$ cat src/rtl/trap_pkg.sv
package trap_pkg;
    localparam int BYTE_W   = 8;
    localparam int PG_W     = 8;
    localparam int PC_W     = 16;
    localparam int ADDR_W   = PG_W + PC_W;
    localparam int PS_W     = 16;
    localparam int SP_W     = 16;
    localparam int FRAME_W  = ADDR_W + PS_W;
    localparam int PUSH_LEN = FRAME_W / BYTE_W;
    localparam int IDX_W    = $clog2(PUSH_LEN + 1);

    typedef enum logic [1:0] {
        SEQ_IDLE = 2'd0,
        SEQ_PUSH = 2'd1,
        SEQ_FIN  = 2'd2
    } seq_state_e;
endpackage

$ cat src/rtl/trap_cmp.sv
module trap_cmp #(
    parameter int AW = trap_pkg::ADDR_W
) (
    input  logic          en,
    input  logic [AW-1:0] cmp_val,
    input  logic          fetch_valid,
    input  logic [AW-1:0] fetch_addr,
    output logic          hit
);
    always_comb begin
        hit = en && fetch_valid && (cmp_val == fetch_addr);
    end
endmodule

$ cat src/rtl/trap_regs.sv
module trap_regs
    import trap_pkg::*;
#(
    parameter int NUM_CMP = 2,
    parameter int REG_AW  = 4,
    parameter int HIT_W   = 1
) (
    input  logic                           clk,
    input  logic                           rst_n,
    input  logic                           reg_we,
    input  logic [REG_AW-1:0]              reg_addr,
    input  logic [BYTE_W-1:0]              reg_wdata,
    output logic [BYTE_W-1:0]              reg_rdata,
    input  logic [HIT_W-1:0]               dec,
    output logic [NUM_CMP-1:0][ADDR_W-1:0] cmp_val,
    output logic [NUM_CMP-1:0]             cmp_en
);
    localparam int ADDR_BYTES = ADDR_W / BYTE_W;
    localparam int SLOT_STEP  = 4;
    localparam logic [REG_AW-1:0] CTRL_A = REG_AW'(SLOT_STEP * NUM_CMP);
    localparam logic [REG_AW-1:0] STAT_A = REG_AW'(SLOT_STEP * NUM_CMP + 1);

    typedef struct packed {
        logic [NUM_CMP-1:0][ADDR_W-1:0] cmp;
        logic [NUM_CMP-1:0]             en;
    } regs_t;

    regs_t r_d, r_q;

    always_comb begin
        r_d = r_q;
        if (reg_we) begin
            for (int k = 0; k < NUM_CMP; k++) begin
                for (int b = 0; b < ADDR_BYTES; b++) begin
                    if (reg_addr == REG_AW'(SLOT_STEP * k + b))
                        r_d.cmp[k][b*BYTE_W +: BYTE_W] = reg_wdata;
                end
            end
            if (reg_addr == CTRL_A)
                r_d.en = reg_wdata[NUM_CMP-1:0];
        end
    end

    always_ff @(posedge clk or negedge rst_n) begin
        if (!rst_n) r_q <= '0;
        else        r_q <= r_d;
    end

    always_comb begin
        reg_rdata = '0;
        for (int k = 0; k < NUM_CMP; k++) begin
            for (int b = 0; b < ADDR_BYTES; b++) begin
                if (reg_addr == REG_AW'(SLOT_STEP * k + b))
                    reg_rdata = r_q.cmp[k][b*BYTE_W +: BYTE_W];
            end
        end
        if (reg_addr == CTRL_A) reg_rdata[NUM_CMP-1:0] = r_q.en;
        if (reg_addr == STAT_A) reg_rdata[HIT_W-1:0]   = dec;
    end

    assign cmp_val = r_q.cmp;
    assign cmp_en  = r_q.en;

    // an enable write is visible on the next cycle
    assert_ctrl_write_R1: assert property (@(posedge clk) disable iff (!rst_n)
        (reg_we && reg_addr == CTRL_A) |=> (cmp_en == $past(reg_wdata[NUM_CMP-1:0])));
endmodule

$ cat src/rtl/trap_seq.sv
module trap_seq
    import trap_pkg::*;
#(
    parameter int                NUM_CMP  = 2,
    parameter int                HIT_W    = 1,
    parameter int                I_BIT    = 2,
    parameter logic [ADDR_W-1:0] VEC_ADDR = 24'hFF_FFF0
) (
    input  logic                clk,
    input  logic                rst_n,
    input  logic [NUM_CMP-1:0]  hit,
    input  logic [ADDR_W-1:0]   fetch_addr,
    input  logic [PS_W-1:0]     cpu_ps,
    input  logic [SP_W-1:0]     cpu_sp,
    input  logic                irq_ack,
    output logic                irq_req,
    output logic [HIT_W-1:0]    dec,
    output logic                stk_we,
    output logic [SP_W-1:0]     stk_addr,
    output logic [BYTE_W-1:0]   stk_wdata,
    output logic                vec_load,
    output logic [ADDR_W-1:0]   vec_addr,
    output logic                sp_load,
    output logic [SP_W-1:0]     sp_new,
    output logic                iflag_set
);
    typedef struct packed {
        seq_state_e        st;
        logic [IDX_W-1:0]  idx;
        logic [SP_W-1:0]   sp;
        logic              pend;
        logic [HIT_W-1:0]  dec;
        logic [ADDR_W-1:0] saved;
        logic [PS_W-1:0]   ps;
    } seq_t;

    seq_t s_d, s_q;
    logic             any_hit;
    logic [HIT_W-1:0] win;
    logic             busy;
    logic [FRAME_W-1:0] frame;

    // lowest-numbered slot has priority
    always_comb begin
        any_hit = |hit;
        win     = '0;
        for (int k = NUM_CMP - 1; k >= 0; k--) begin
            if (hit[k]) win = HIT_W'(k);
        end
    end

    always_comb begin
        s_d = s_q;
        case (s_q.st)
            SEQ_IDLE: begin
                if (s_q.pend && irq_ack) begin
                    s_d.st  = SEQ_PUSH;
                    s_d.idx = '0;
                    s_d.sp  = cpu_sp;
                    s_d.ps  = cpu_ps;
                end else if (!s_q.pend && any_hit && !cpu_ps[I_BIT]) begin
                    s_d.pend  = 1'b1;
                    s_d.dec   = win;
                    s_d.saved = fetch_addr;
                end
            end
            SEQ_PUSH: begin
                s_d.idx = s_q.idx + 1'b1;
                if (s_q.idx == IDX_W'(PUSH_LEN - 1)) s_d.st = SEQ_FIN;
            end
            SEQ_FIN: begin
                s_d.st   = SEQ_IDLE;
                s_d.pend = 1'b0;
            end
            default: s_d.st = SEQ_IDLE;
        endcase
    end

    always_ff @(posedge clk or negedge rst_n) begin
        if (!rst_n) s_q <= '{st: SEQ_IDLE, default: '0};
        else        s_q <= s_d;
    end

    assign busy  = (s_q.st != SEQ_IDLE);
    assign frame = {s_q.saved, s_q.ps};

    always_comb begin
        stk_wdata = '0;
        for (int k = 0; k < PUSH_LEN; k++) begin
            if (s_q.idx == IDX_W'(k))
                stk_wdata = frame[FRAME_W-1-k*BYTE_W -: BYTE_W];
        end
    end

    assign irq_req   = s_q.pend;
    assign dec       = s_q.dec;
    assign stk_we    = (s_q.st == SEQ_PUSH);
    assign stk_addr  = s_q.sp - SP_W'(s_q.idx);
    assign vec_load  = (s_q.st == SEQ_FIN);
    assign vec_addr  = VEC_ADDR;
    assign sp_load   = (s_q.st == SEQ_FIN);
    assign sp_new    = s_q.sp - SP_W'(PUSH_LEN);
    assign iflag_set = (s_q.st == SEQ_FIN);

    // an eligible match turns into a request
    assert_match_raises_R2: assert property (@(posedge clk) disable iff (!rst_n)
        (!busy && !irq_req && any_hit && !cpu_ps[I_BIT]) |=> irq_req);

    // slot 0 wins a simultaneous match
    assert_slot0_priority_R4: assert property (@(posedge clk) disable iff (!rst_n)
        (!busy && !irq_req && hit[0] && !cpu_ps[I_BIT]) |=> (dec == '0));

    // a request only starts from an idle, unmasked state
    assert_capture_gate_R5: assert property (@(posedge clk) disable iff (!rst_n)
        $rose(irq_req) |-> $past(!cpu_ps[I_BIT] && !busy));

    // request held until taken
    assert_req_held_R6: assert property (@(posedge clk) disable iff (!rst_n)
        (irq_req && !irq_ack && !busy) |=> irq_req);

    // stack address steps down one per written byte
    assert_push_down_R7: assert property (@(posedge clk) disable iff (!rst_n)
        (stk_we && $past(stk_we)) |-> (stk_addr == $past(stk_addr) - 1'b1));

    // vector load only right after the last stack write, then request drops
    assert_fin_after_push_R8: assert property (@(posedge clk) disable iff (!rst_n)
        vec_load |-> $past(stk_we));
    assert_req_clear_R8: assert property (@(posedge clk) disable iff (!rst_n)
        vec_load |=> !irq_req);
    assert_phase_excl_R8: assert property (@(posedge clk) disable iff (!rst_n)
        $onehot0({stk_we, vec_load}));
endmodule

$ cat src/rtl/addr_trap_unit.sv
module addr_trap_unit
    import trap_pkg::*;
#(
    parameter int                NUM_CMP  = 2,
    parameter int                REG_AW   = 4,
    parameter int                I_BIT    = 2,
    parameter logic [ADDR_W-1:0] VEC_ADDR = 24'hFF_FFF0
) (
    input  logic              clk,
    input  logic              rst_n,
    input  logic              reg_we,
    input  logic [REG_AW-1:0] reg_addr,
    input  logic [BYTE_W-1:0] reg_wdata,
    output logic [BYTE_W-1:0] reg_rdata,
    input  logic              fetch_valid,
    input  logic [PG_W-1:0]   fetch_bank,
    input  logic [PC_W-1:0]   fetch_pc,
    input  logic [PS_W-1:0]   cpu_ps,
    input  logic [SP_W-1:0]   cpu_sp,
    output logic              irq_req,
    input  logic              irq_ack,
    output logic              stk_we,
    output logic [SP_W-1:0]   stk_addr,
    output logic [BYTE_W-1:0] stk_wdata,
    output logic              vec_load,
    output logic [PG_W-1:0]   vec_bank,
    output logic [PC_W-1:0]   vec_pc,
    output logic              sp_load,
    output logic [SP_W-1:0]   sp_new,
    output logic              iflag_set
);
    localparam int HIT_W = (NUM_CMP > 1) ? $clog2(NUM_CMP) : 1;

    logic [NUM_CMP-1:0][ADDR_W-1:0] cmp_val;
    logic [NUM_CMP-1:0]             cmp_en;
    logic [NUM_CMP-1:0]             hit;
    logic [HIT_W-1:0]               dec;
    logic [ADDR_W-1:0]              fetch_addr;
    logic [ADDR_W-1:0]              vec_addr;

    assign fetch_addr = {fetch_bank, fetch_pc};

    trap_regs #(.NUM_CMP(NUM_CMP), .REG_AW(REG_AW), .HIT_W(HIT_W)) u_regs (
        .clk       (clk),
        .rst_n     (rst_n),
        .reg_we    (reg_we),
        .reg_addr  (reg_addr),
        .reg_wdata (reg_wdata),
        .reg_rdata (reg_rdata),
        .dec       (dec),
        .cmp_val   (cmp_val),
        .cmp_en    (cmp_en)
    );

    for (genvar g = 0; g < NUM_CMP; g++) begin : g_cmp
        trap_cmp #(.AW(ADDR_W)) u_cmp (
            .en          (cmp_en[g]),
            .cmp_val     (cmp_val[g]),
            .fetch_valid (fetch_valid),
            .fetch_addr  (fetch_addr),
            .hit         (hit[g])
        );
    end

    trap_seq #(.NUM_CMP(NUM_CMP), .HIT_W(HIT_W), .I_BIT(I_BIT), .VEC_ADDR(VEC_ADDR)) u_seq (
        .clk        (clk),
        .rst_n      (rst_n),
        .hit        (hit),
        .fetch_addr (fetch_addr),
        .cpu_ps     (cpu_ps),
        .cpu_sp     (cpu_sp),
        .irq_ack    (irq_ack),
        .irq_req    (irq_req),
        .dec        (dec),
        .stk_we     (stk_we),
        .stk_addr   (stk_addr),
        .stk_wdata  (stk_wdata),
        .vec_load   (vec_load),
        .vec_addr   (vec_addr),
        .sp_load    (sp_load),
        .sp_new     (sp_new),
        .iflag_set  (iflag_set)
    );

    assign vec_bank = vec_addr[ADDR_W-1 -: PG_W];
    assign vec_pc   = vec_addr[PC_W-1:0];
endmodule

$ cat config.mk
export PLATFORM = sky130hd
export DESIGN_NAME = addr_trap_unit
export DESIGN_NICKNAME = d
export VERILOG_FILES = /design/src/rtl/trap_pkg.sv /design/src/rtl/trap_cmp.sv /design/src/rtl/trap_regs.sv /design/src/rtl/trap_seq.sv /design/src/rtl/addr_trap_unit.sv
export SDC_FILE = /design/constraint.sdc
export NUM_CORES = 1
export LEC_CHECK = 0
export BUFFER_PORTS_ARGS = -buffer_cell sky130_fd_sc_hd__buf_4
export CAP_MARGIN = 40
export CORE_MARGIN = 1
export CORE_UTILIZATION = 40
export DETAILED_ROUTE_END_ITERATION = 6
export PLACE_DENSITY_LB_ADDON = 0.05
export SYNTH_ARGS = -nofsm -noshare
export SYNTH_HDL_FRONTEND = slang
export SYNTH_HIERARCHICAL = 1
export SYNTH_SLANG_ARGS = --single-unit
$ cat constraint.sdc
create_clock -name clk -period 2.5 [get_ports clk]
set_input_delay 0.625 -clock clk [delete_from_list [all_inputs] [get_ports clk]]
set_output_delay 0.625 -clock clk [all_outputs]
set_load 0.01 [all_outputs]
## Yosys cells after proc, flatten, opt, wreduce, memory -nomap -nowiden

Index checks and enable logic that the tools add are counted.

| storage, ports and cells | value |
|---|---|
| bits in registers | 113 |
| latch bits | 0 |
| memory bits (writable) | 0 |
| ROM bits | 0 |
| memories | 0 |

| cells by class | value |
|---|---|
| add/sub/neg operators | 3 |
| multipliers | 0 |
| divide/modulo/power cells | 0 |
| order comparisons | 0 |
| equal/unequal tests | 19 |
| shift-type cells | 0 |
| mux-type cells | 22 |
| bitwise operators | 1 |
| reductions and logical operators | 27 |

Operator list:

| cell | count |
|---|---|
| $mux 8 | 11 |
| $mux 26 | 2 |
| $eq 24x24->1 | 2 |
| $mux 21 | 1 |
| $reduce_and 2->1 | 10 |
| $sub 16x3->16 | 1 |
| $sub 16x3->16 const B | 1 |
| $eq 4x3->1 const B | 3 |
| $eq 4x4->1 const B | 2 |
| $logic_and 1x1->1 | 7 |
| $eq 3x2->1 const B | 2 |
| $ne 2x1->1 const B | 3 |
| $pmux 3 s2 | 1 |
| $reduce_and 3->1 | 2 |
| $eq 4x1->1 const B | 1 |
| $eq 4x2->1 const B | 1 |
| $logic_not 4->1 | 1 |
| $mux 2 | 2 |
| $pmux 2 s2 | 1 |
| $reduce_bool 2->1 | 2 |
| $add 3x1->3 const B | 1 |
| $eq 3x1->1 const B | 1 |
| $eq 3x3->1 const B | 1 |
| $logic_not 3->1 | 1 |
| other kinds (9) | 12 |

## Depth between registers and ports, before layout

Gate-level depths: netlist of run 1.

| logic depth | value |
|---|---|
| depth after elaboration | 9 |
| gate-level depth with buffers | 8 |

## Cells and area by module

Netlist of run 1, hierarchy kept.

Modules (own cells, without submodules):

| module | times used | cells each | area each (µm²) |
|---|---|---|---|
| trap_seq | 1 | 335 | 3550.9 |
| trap_regs | 1 | 188 | 2426.1 |
| trap_cmp | 2 | 33 | 270.3 |

## Least setup slack after synthesis of run 1

Ideal clock, no wire load.

| timing | value |
|---|---|
| path kind | reg2out |
| from | register u_seq/s_q[59] (netlist bit) |
| to | output port stk_wdata[0] |
| arrival time | 1.908 ns |
| required time | 1.875 ns |
| slack | -0.033 ns |
| cell stages (with the launch flop) | 8 |
| path buffers | 2 |
| cell sequence | dfrtp_1 ha_1 ha_1 clkbuf_1 or2_2 clkbuf_1 a211o_1 a31oi_1 |

| on the way | value |
|---|---|
| cells in the longest elaborated chain, start to end | 6 |
| elaborated cells on any way between the ends | 10 |
| classes of those cells | eq/ne (4); mux (5); reduce/logical (1) |

RTL lines:

| element | RTL line | RTL |
|---|---|---|
| from (decl) | trap_seq.sv:37 | `seq_t s_d, s_q;` |
| from (signal assigned) | trap_seq.sv:80 | `if (!rst_n) s_q <= '{st: SEQ_IDLE, default: '0};` |
| from (signal assigned) | trap_seq.sv:81 | `else s_q <= s_d;` |
| $logic_not 3->1 | trap_seq.sv:90 | `if (s_q.idx == IDX_W'(k))` |
| $mux 8 (4 in a row) | trap_seq.sv:90 |  |
| $mux 8 * | trap_seq.sv:90 |  |
| to (decl) | addr_trap_unit.sv:24 | `output logic [BYTE_W-1:0] stk_wdata,` |

Mark *: on every way between the ends. The rest lies on a longest branch, timed or not.

## Worst setup path in the final report of run 1

| timing | value |
|---|---|
| from | register u_seq/s_q[47] (netlist bit) |
| to | output port stk_addr[9] |

| on the way | value |
|---|---|
| cells in the longest elaborated chain, start to end | 1 |

RTL lines:

| element | RTL line | RTL |
|---|---|---|
| $sub 16x3->16 | trap_seq.sv:98 | `assign stk_addr = s_q.sp - SP_W'(s_q.idx);` |
| to (decl) | addr_trap_unit.sv:23 | `output logic [SP_W-1:0] stk_addr,` |

No other way between the ends.

==> results.py, run 1 <==
metrics = {
    "setup_path": {
        "r2r_slack_ps": 310,
        "crit_family": "simple AND/OR/NAND/NOR gates",
        "max_stage_delay_ps": 570,
        "crit_arrival_ps": 2270,
        "crit_fanout": 4,
        "r2r_start": "u_regs/cmp_val[42]",
        "path_cells": "or4_4, or3_4, nor3b_2, xor2_1, buf_4",
        "r2r_cells": 7,
        "worst_setup_path_start_kind": "register",
        "path_buf_inv": 1,
        "setup.worst_path.class": "register to primary output",
        "reg2reg_to": "u_seq/frame[28]",
        "crit_slowest_cell": "or4_4",
        "required_ps": 1880,
        "end_kind": "primary output",
    },
    "power_and_ir_drop": {
        "p_leak_uw": 0.00417,
        "p_per_area_mw_per_mm2": 1150,
        "vdd_drop_max_v": 0.000648,
        "finalPower_uw": 10600,
    },
    "logic_synthesis": {
        "ys_top_cells_by_area": "dfrtp_1 (43%), mux2_2 (18%), xor2_1 (5.4%)",
        "yosysUniqueCellTypes": 57,
        "synth_common_cells": "dfrtp_1 (113), mux2_2 (102), xor2_1 (40), xnor2_1 (35), nand2_1 (29)",
        "synth_seq_area_share": 0.434,
        "syn_area_per_cell_um2": 11.1,
        "synth.most_common_cell": "dfrtp_1",
        "async_reset_ff_frac": 1.00,
        "yosys_warnings": 6,
        "synth.ff_latch_count": 113,
        "yosysTopAreaCellShare": 0.434,
        "synth_top_area_cell": "dfrtp_1",
        "synth_ff_type": "dfrtp_1",
        "netlist_instances": 589,
        "synth_area_mm2": 0.00652,
        "synth_edf_count": 0,
    },
    "layout": {
        "multi_input_area_mm2": 0.00381,
        "register_area_mm2": 0.00283,
        "antenna_cells": 0,
        "drive_gt1_frac": 0.517,
        "nNetsFinal": 847,
        "stdcell_count": 993,
        "fillers": 1378,
        "syn_to_final_growth_pct": 40.9,
    },
    "clock_tree": {
        "cts_max_path_buffers": 2,
        "cts_sinks": 113,
        "cts_made_buffers": 17,
        "h-tree-depth": 4,
        "cts_root_buf": "clkbuf_16",
        "path_clk_slew_ps": 60,
        "cts_tree": "built",
        "clock_latency_ps": 420,
    },
    "placement": {
        "place_congestion": 0.922,
        "hpwl_um": 13100,
        "place_inst": 946,
        "portBuffers": 125,
        "place_ws_ps": -195,
    },
    "route": {
        "drc": 0,
        "post_drt_wl_per_cell_um": 18.1,
        "vias_per_cell": 5.05,
        "drt-total-wl_um": 17900,
        "vias": 5017,
        "drtIter0Drc": 202,
        "firstDrtPassIters": 4,
        "postRouteAntennaNets": 0,
    },
    "flow_run": {
        "maxCapViolations": 0,
    },
    "hold_path": {
        "hold_class": "primary input to asynchronous set/reset pin",
    },
    "global_routing": {
        "grt_pass1_vias": 4994,
        "met1_usage": 0.300,
        "met3_usage": 0.0396,
        "antenna_found_initial": 0,
        "grt_max_degree": 47,
        "grt_pass1_wl_um": 27600,
        "grt_overflow_total": 0,
        "grtUsageMet2": 0.354,
        "grt.total_usage": 0.221,
        "globalRoute.busiestLayer": "met2",
    },
    "timing": {
        "fin_skew_ps": 13.8,
        "layout_setup_ws_ps": -397,
        "final-setup-viol-count": 31,
        "slew_viol_final": 0,
        "finalHoldViolCount": 0,
        "rsz0062_at_grt": "yes",
        "period_share": 1.16,
        "hold_slack_ps": 156,
        "layout_min_cycle_time_ps": 2900,
        "timing.fmax_mhz": 345,
    },
    "outcome": {
        "status": "finished, violations left",
        "violations": "setup timing",
    },
    "floorplanning": {
        "core.rowCount": 46,
        "die_width_um": 130,
        "dieArea_mm2": 0.0168,
        "start_util": 0.410,
        "pin_count": 150,
        "die_h_um": 130,
        "core_area_mm2": 0.0159,
    },
}
## registers in the layout, summed over array words and instances (netlist names)
name / count
u_seq/s_q: 21
u_seq/frame: 40
u_seq/irq_req: 1
u_seq/dec: 1
u_regs/cmp_en: 2
u_regs/cmp_val: 48
## layout make-up
class | instances | share of cell area
Clock buffer | 19 | 0.0482
Clock inverter | 13 | 0.0281
Inverter | 20 | 0.00845
Multi-Input combinational cell | 425 | 0.415
Sequential cell | 113 | 0.308
Tap cell | 216 | 0.0294
Timing Repair Buffer | 187 | 0.162
## metal layers
metal | routed length [um] | up-vias
met5 | 0 | -
met4 | 225 | 0
met3 | 721 | 16
met2 | 8600 | 131
met1 | 8380 | 2477
li1 | - | 2393
## through the flow
stage               setup TNS, ps  cell area, um2  utilization
floorplan                       0            6640            -
CTS                         -7480            9010        0.568
global placement             -674            7910        0.498
global route                -9210            9180        0.578
finish                      -6970            9180        0.578
detailed placement          -1490            7910        0.498
## repair_timing
item / CTS / global route
pin swaps: 36 / 33
setup endpoints to repair: 39 / 39
buffers inserted: 12 / 6
hold buffers: 0 / 0
resized for setup: 72 / 26
## cell families after synthesis
group | after synthesis | share of synthesized area
other cells | 2 | 0.00115
mux | 108 | 0.185
fa+ha+maj | 10 | 0.0203
flops | 113 | 0.434
simple gates | 133 | 0.115
xor+xnor | 75 | 0.101
compound gates | 75 | 0.0797
buf+inv | 73 | 0.0639
## worst reg2reg max path, stage by stage, from the launching register on
cell,delay (ps)
dfrtp_1,410
xor2_1,160
nor4_1,260
nand4_1,180
nor4_2,290
o21a_1,230
buf_12,180
mux2_2,350
## power by group
part           internal (uW)  switching, uW
Combinational           2640           2230
Clock                   2000            880
Sequential              2340            513
Total                   6970           3620
## cells in the final DEF (no fill, tap or decap), drive strengths merged, types with 11 or more instances in the layout
master and n:
dfrtp 113, xnor2 35, o21ai 17, inv 20, nor3 17, buf 187
nor2 28, clkbuf 19, a221oi 14, conb 24, nand3 11, mux2 102
xor2 40, nand2 29
## how the worst max path moves through the flow
| stage | start | end | slack [ps] | cells after the start |
|---|---|---|---|---|
| 3_5_place_dp | reg_addr[3] | reg_rdata[4] | -190 | 5 |
| 3_3_place_gp | reg_addr[3] | reg_rdata[6] | -80 | 5 |
| 6_report | u_seq/s_q[47] | stk_addr[9] | -400 | 5 |
| 2_1_floorplan | u_seq/s_q[45] | stk_addr[9] | 5 | 6 |
| 5_1_grt | u_seq/s_q[47] | stk_addr[9] | -460 | 5 |
| 4_1_cts | u_seq/s_q[46] | stk_addr[9] | -400 | 5 |
Power figures use the tool's default switching activity.
==> run 2, diff against run 1 <==
--- a/config.mk
+++ b/config.mk
@@ -7,8 +7,10 @@
 export LEC_CHECK = 0
 export BUFFER_PORTS_ARGS = -buffer_cell sky130_fd_sc_hd__buf_4
 export CAP_MARGIN = 40
+export CELL_PAD_IN_SITES_DETAIL_PLACEMENT = 1
+export CELL_PAD_IN_SITES_GLOBAL_PLACEMENT = 2
 export CORE_MARGIN = 1
-export CORE_UTILIZATION = 40
+export CORE_UTILIZATION = 31
 export DETAILED_ROUTE_END_ITERATION = 6
 export PLACE_DENSITY_LB_ADDON = 0.05
 export SYNTH_ARGS = -nofsm -noshare
==> run 2 against run 1 <==
The flow still finishes with violations (setup timing). Global-route usage decreased by 2.2 points. Maximum frequency about the same. Critical path depth is the same. Core utilization down 12 points. Setup slack better by 0.89 ps. Critical path type unchanged. Largest power group unchanged.
==> results.py, run 2 (synthesis results as in run 1) <==
metrics = {
    "outcome": {
        "status": "finished, violations left",
        "violations": "setup timing",
    },
    "flow_run": {
        "maxCapViolations": 0,
    },
    "setup_path": {
        "crit_family": "simple AND/OR/NAND/NOR gates",
        "required_ps": 1880,
        "setup.worst_path.class": "register to primary output",
        "max_stage_delay_ps": 580,
        "worst_setup_path_start_kind": "register",
        "crit_arrival_ps": 2270,
        "r2r_start": "u_regs/cmp_val[30]",
        "crit_fanout": 4,
        "end_kind": "primary output",
        "reg2reg_to": "u_seq/frame[38]",
        "r2r_slack_ps": 280,
        "path_cells": "or4_4, or3_4, nor3b_4, xor2_1, buf_4",
        "r2r_cells": 7,
        "path_buf_inv": 1,
        "crit_slowest_cell": "or4_4",
    },
    "timing": {
        "period_share": 1.16,
        "rsz0062_at_grt": "yes",
        "finalHoldViolCount": 0,
        "timing.fmax_mhz": 345,
        "tns_ps": -8280,
        "fin_skew_ps": 9.88,
        "slew_viol_final": 0,
        "layout_setup_ws_ps": -397,
        "layout_min_cycle_time_ps": 2900,
        "final-setup-viol-count": 31,
    },
    "layout": {
        "register_area_mm2": 0.00283,
        "fin_util": 0.459,
        "layout_common_cells": "buf_4 (180), dfrtp_1 (110), mux2_2 (102)",
        "drive_gt1_frac": 0.530,
        "fillers": 2236,
        "syn_to_final_growth_pct": 44.0,
        "nNetsFinal": 860,
        "largest_reg_flops": 48,
        "mostFrequentLayoutCell": "buf_4",
        "antenna_cells": 0,
        "multi_input_area_mm2": 0.00386,
    },
    "route": {
        "postRouteAntennaNets": 0,
        "drtIter0Drc": 177,
        "drt-total-wl_um": 20900,
        "firstDrtPassIters": 4,
        "drc": 0,
        "vias_per_cell": 4.83,
        "vias": 5119,
        "post_drt_wl_per_cell_um": 19.7,
    },
    "global_routing": {
        "grt_overflow_total": 0,
        "grt_pass1_vias": 5671,
        "grt_max_degree": 44,
        "grt.total_usage": 0.198,
        "antenna_found_initial": 0,
        "grt_pass1_wl_um": 32700,
    },
    "floorplanning": {
        "pin_count": 150,
        "core_area_mm2": 0.0204,
        "core.rowCount": 52,
        "die_h_um": 147,
        "start_util": 0.319,
        "dieArea_mm2": 0.0216,
        "die_width_um": 147,
    },
    "power_and_ir_drop": {
        "p_per_area_mw_per_mm2": 1160,
        "p_leak_uw": 0.00424,
        "finalPower_uw": 10900,
        "vdd_drop_max_v": 0.000421,
    },
    "clock_tree": {
        "clock_latency_ps": 410,
        "h-tree-depth": 4,
        "cts_root_buf": "clkbuf_16",
        "cts_tree": "built",
        "cts_max_path_buffers": 2,
        "path_clk_slew_ps": 60,
        "cts_made_buffers": 17,
        "cts_sinks": 113,
    },
    "placement": {
        "place_congestion": 0.812,
        "portBuffers": 125,
        "hpwl_um": 15400,
    },
    "hold_path": {
        "hold_class": "primary input to asynchronous set/reset pin",
    },
}
[run 2: worst max path at each step]
stage                   from            to  cells after the start
2_1_floorplan  u_seq/s_q[45]   stk_addr[9]                      6
3_3_place_gp     reg_addr[1]  reg_rdata[4]                      5
3_5_place_dp     reg_addr[1]  reg_rdata[4]                      7
4_1_cts        u_seq/s_q[46]   stk_addr[9]                      5
5_1_grt        u_seq/s_q[45]   stk_addr[9]                      5
6_report       u_seq/s_q[45]   stk_addr[9]                      5
[run 2: metal layers]
layer | up-vias | wire, um | track usage
met1 | 2602 | 9530 | 0.259
met4 | 0 | 182 | 0.0423
met5 | - | 0 | 0
met2 | 97 | 10600 | 0.341
met3 | 14 | 572 | 0.0376
li1 | 2406 | - | -
[run 2: power by group]
| part | switching (uW) | internal [uW] |
|---|---|---|
| sequential | 518 | 2330 |
| clock | 902 | 1830 |
| combinational | 2420 | 2860 |
| total | 3840 | 7020 |
[run 2: worst register-to-register path, stage by stage (launching register included)]
cell     delay, ps
dfrtp_1        400
xor2_1         170
nor4_1         260
nand4_1        210
nor4_2         310
o21a_1         200
buf_12         180
mux2_2         360
[run 2: final cells by class]
type / instances / share of cell area
tap: 270 / 0.0360
multi-input combinational: 425 / 0.412
clock inverter: 12 / 0.0219
inverter: 20 / 0.00853
sequential: 113 / 0.302
clock buffer: 20 / 0.0487
timing repair buffer: 200 / 0.171
[run 2: timing repair]
action,CTS,global route
hold buffers,0,0
buffers inserted,15,6
resized for setup,81,28
endpoints found under the setup margin,40,40
pin swaps,30,19
[run 2: stage by stage]
| stage | setup WS, ps | cell area, um2 | instances | hold WS (ps) |
|---|---|---|---|---|
| floorplan | 4.69 | 6640 | 611 | 329 |
| global placement | -331 | 8050 | 1010 | 490 |
| detailed placement | -281 | 8050 | 1011 | 496 |
| CTS | -408 | 9220 | 1055 | 131 |
| global route | -476 | 9390 | 1060 | 141 |
| finish | -397 | 9390 | 1060 | 132 |
==> run 3, diff against run 2 <==
--- a/config.mk
+++ b/config.mk
@@ -10,7 +10,7 @@
 export CELL_PAD_IN_SITES_DETAIL_PLACEMENT = 1
 export CELL_PAD_IN_SITES_GLOBAL_PLACEMENT = 2
 export CORE_MARGIN = 1
-export CORE_UTILIZATION = 31
+export CORE_UTILIZATION = 30
 export DETAILED_ROUTE_END_ITERATION = 6
 export PLACE_DENSITY_LB_ADDON = 0.05
 export SYNTH_ARGS = -nofsm -noshare
==> run 3 against run 2 <==
The flow still finishes with violations (setup timing). Critical path type unchanged. Global-route usage decreased by 0.31 points. Flip-flop and latch count stayed put. Routed wire length is 1.5% lower. Die area grew 3.3%. Largest cell class unchanged.
==> results.py, run 3 (synthesis results as in run 1) <==
metrics = {
    "floorplanning": {
        "pin_count": 150,
        "start_util": 0.308,
        "die_width_um": 149,
        "core_area_mm2": 0.0212,
        "dieArea_mm2": 0.0223,
        "core.rowCount": 53,
        "die_h_um": 149,
    },
    "power_and_ir_drop": {
        "sw_frac_of_total": 0.356,
        "comb_power_share": 0.485,
        "switchingPower_uw": 3870,
        "p_per_area_mw_per_mm2": 1150,
        "p_int_uw": 7000,
        "power_frac_seq": 0.262,
        "p_leak_uw": 0.00427,
        "vdd_drop_max_v": 0.000433,
        "clockPowerShare": 0.253,
    },
    "setup_path": {
        "end_kind": "primary output",
        "crit_arrival_ps": 2270,
        "r2r_start": "u_regs/cmp_val[6]",
        "reg2reg_to": "u_seq/frame[27]",
        "required_ps": 1880,
        "worst_setup_path_start_kind": "register",
        "crit_fanout": 3,
        "r2r_cells": 7,
        "r2r_slack_ps": 290,
        "setup.worst_path.class": "register to primary output",
    },
    "clock_tree": {
        "cts_sinks": 113,
        "h-tree-depth": 4,
        "cts_root_buf": "clkbuf_16",
        "path_clk_slew_ps": 60,
        "cts_max_path_buffers": 2,
        "clock_latency_ps": 420,
        "cts_made_buffers": 17,
        "cts_tree": "built",
    },
    "layout": {
        "fillers": 2279,
        "nNetsFinal": 856,
        "fin_util": 0.447,
        "antenna_cells": 0,
        "syn_to_final_growth_pct": 45.1,
        "final_area_mm2": 0.00946,
        "drive_gt1_frac": 0.547,
        "layout_common_cells": "buf_4 (174), dfrtp_1 (110), mux2_2 (102)",
        "mostFrequentLayoutCell": "buf_4",
        "largest_reg_flops": 48,
    },
    "outcome": {
        "status": "finished, violations left",
        "violations": "setup timing",
    },
    "route": {
        "vias_per_cell": 4.88,
        "vias": 5176,
        "drc": 0,
        "firstDrtPassIters": 4,
        "post_drt_wl_per_cell_um": 19.4,
        "drtIter0Drc": 164,
        "drt-total-wl_um": 20600,
        "postRouteAntennaNets": 0,
    },
    "timing": {
        "period_share": 1.16,
        "layout_setup_ws_ps": -395,
        "rsz0062_at_grt": "yes",
        "final-setup-viol-count": 32,
        "finalHoldViolCount": 0,
        "fin_skew_ps": 10.8,
        "slew_viol_final": 0,
        "layout_min_cycle_time_ps": 2890,
        "timing.fmax_mhz": 345,
    },
    "placement": {
        "placed_area_mm2": 0.00806,
        "hpwl_um": 15400,
        "place_congestion": 0.781,
        "portBuffers": 125,
    },
    "global_routing": {
        "grt.total_usage": 0.195,
        "grt_pass1_wl_um": 32600,
        "grt_max_degree": 41,
        "grt_pass1_vias": 5639,
        "grt_overflow_total": 0,
        "antenna_found_initial": 0,
    },
    "flow_run": {
        "maxCapViolations": 0,
    },
    "hold_path": {
        "hold_class": "primary input to asynchronous set/reset pin",
    },
}
[run 3: worst max path at each step]
stage | to | start | cells after the start
6_report | stk_addr[9] | u_seq/s_q[47] | 5
5_1_grt | stk_addr[9] | u_seq/s_q[47] | 5
4_1_cts | stk_addr[9] | u_seq/s_q[45] | 5
3_5_place_dp | reg_rdata[4] | reg_addr[1] | 7
3_3_place_gp | reg_rdata[4] | reg_addr[1] | 5
2_1_floorplan | stk_addr[9] | u_seq/s_q[45] | 6
[run 3: critical path, cell delays in order, from the launching register on]
cell and delay, ps:
dfrtp_1 370, or4_4 590, or3_4 360, nor3b_2 180
xor2_1 200, buf_4 150
[run 3: routing by layer]
layer  global-route usage  wire, um  part of all wire
met1                0.257      9410              0.46
met2                0.318     10100              0.49
met3               0.0425       736             0.036
met4               0.0617       367             0.018
met5                    0         0                 0
[run 3: power groups by stage]
stage | clock (uW) | sequential [uW] | combinational (uW)
global route | 2900 | 2930 | 5690
detailed placement | 0 | 2820 | 4250
global placement | 0 | 2790 | 4190
floorplan | 0 | 2700 | 2330
finish | 2750 | 2850 | 5270
CTS | 2800 | 2840 | 4920
[run 3: cell type report]
cell class | count | area [um2] | area share
clock buffer | 18 | 439 | 0.0464
clock inverter | 14 | 229 | 0.0242
inverter | 20 | 80.1 | 0.00847
multi-input combinational | 425 | 3930 | 0.415
sequential | 113 | 2830 | 0.299
tap | 275 | 344 | 0.0364
timing repair buffer | 196 | 1610 | 0.170
[run 3: timing repair]
item	in CTS	in global routing
gates resized for setup	79	44
pin swaps	34	40
hold buffers	0	0
buffers inserted	12	7
endpoints found under the hold margin	0	0
setup endpoints to repair	39	42
gates cloned	0	0
[run 3: through the flow]
stage / worst slack, ps / total power [uW] / cells / TNS (ps) / hold WS (ps)
6_report: -395 / 10900 / 1061 / -8290 / 155
5_1_grt: -458 / 11500 / 1061 / -11010 / 177
4_1_cts: -420 / 10600 / 1054 / -9080 / 167
3_5_place_dp: -250 / 7070 / 1012 / -2460 / 497
3_3_place_gp: -331 / 6980 / 1011 / -2460 / 491
2_1_floorplan: 4.69 / 5030 / 611 / 0 / 329
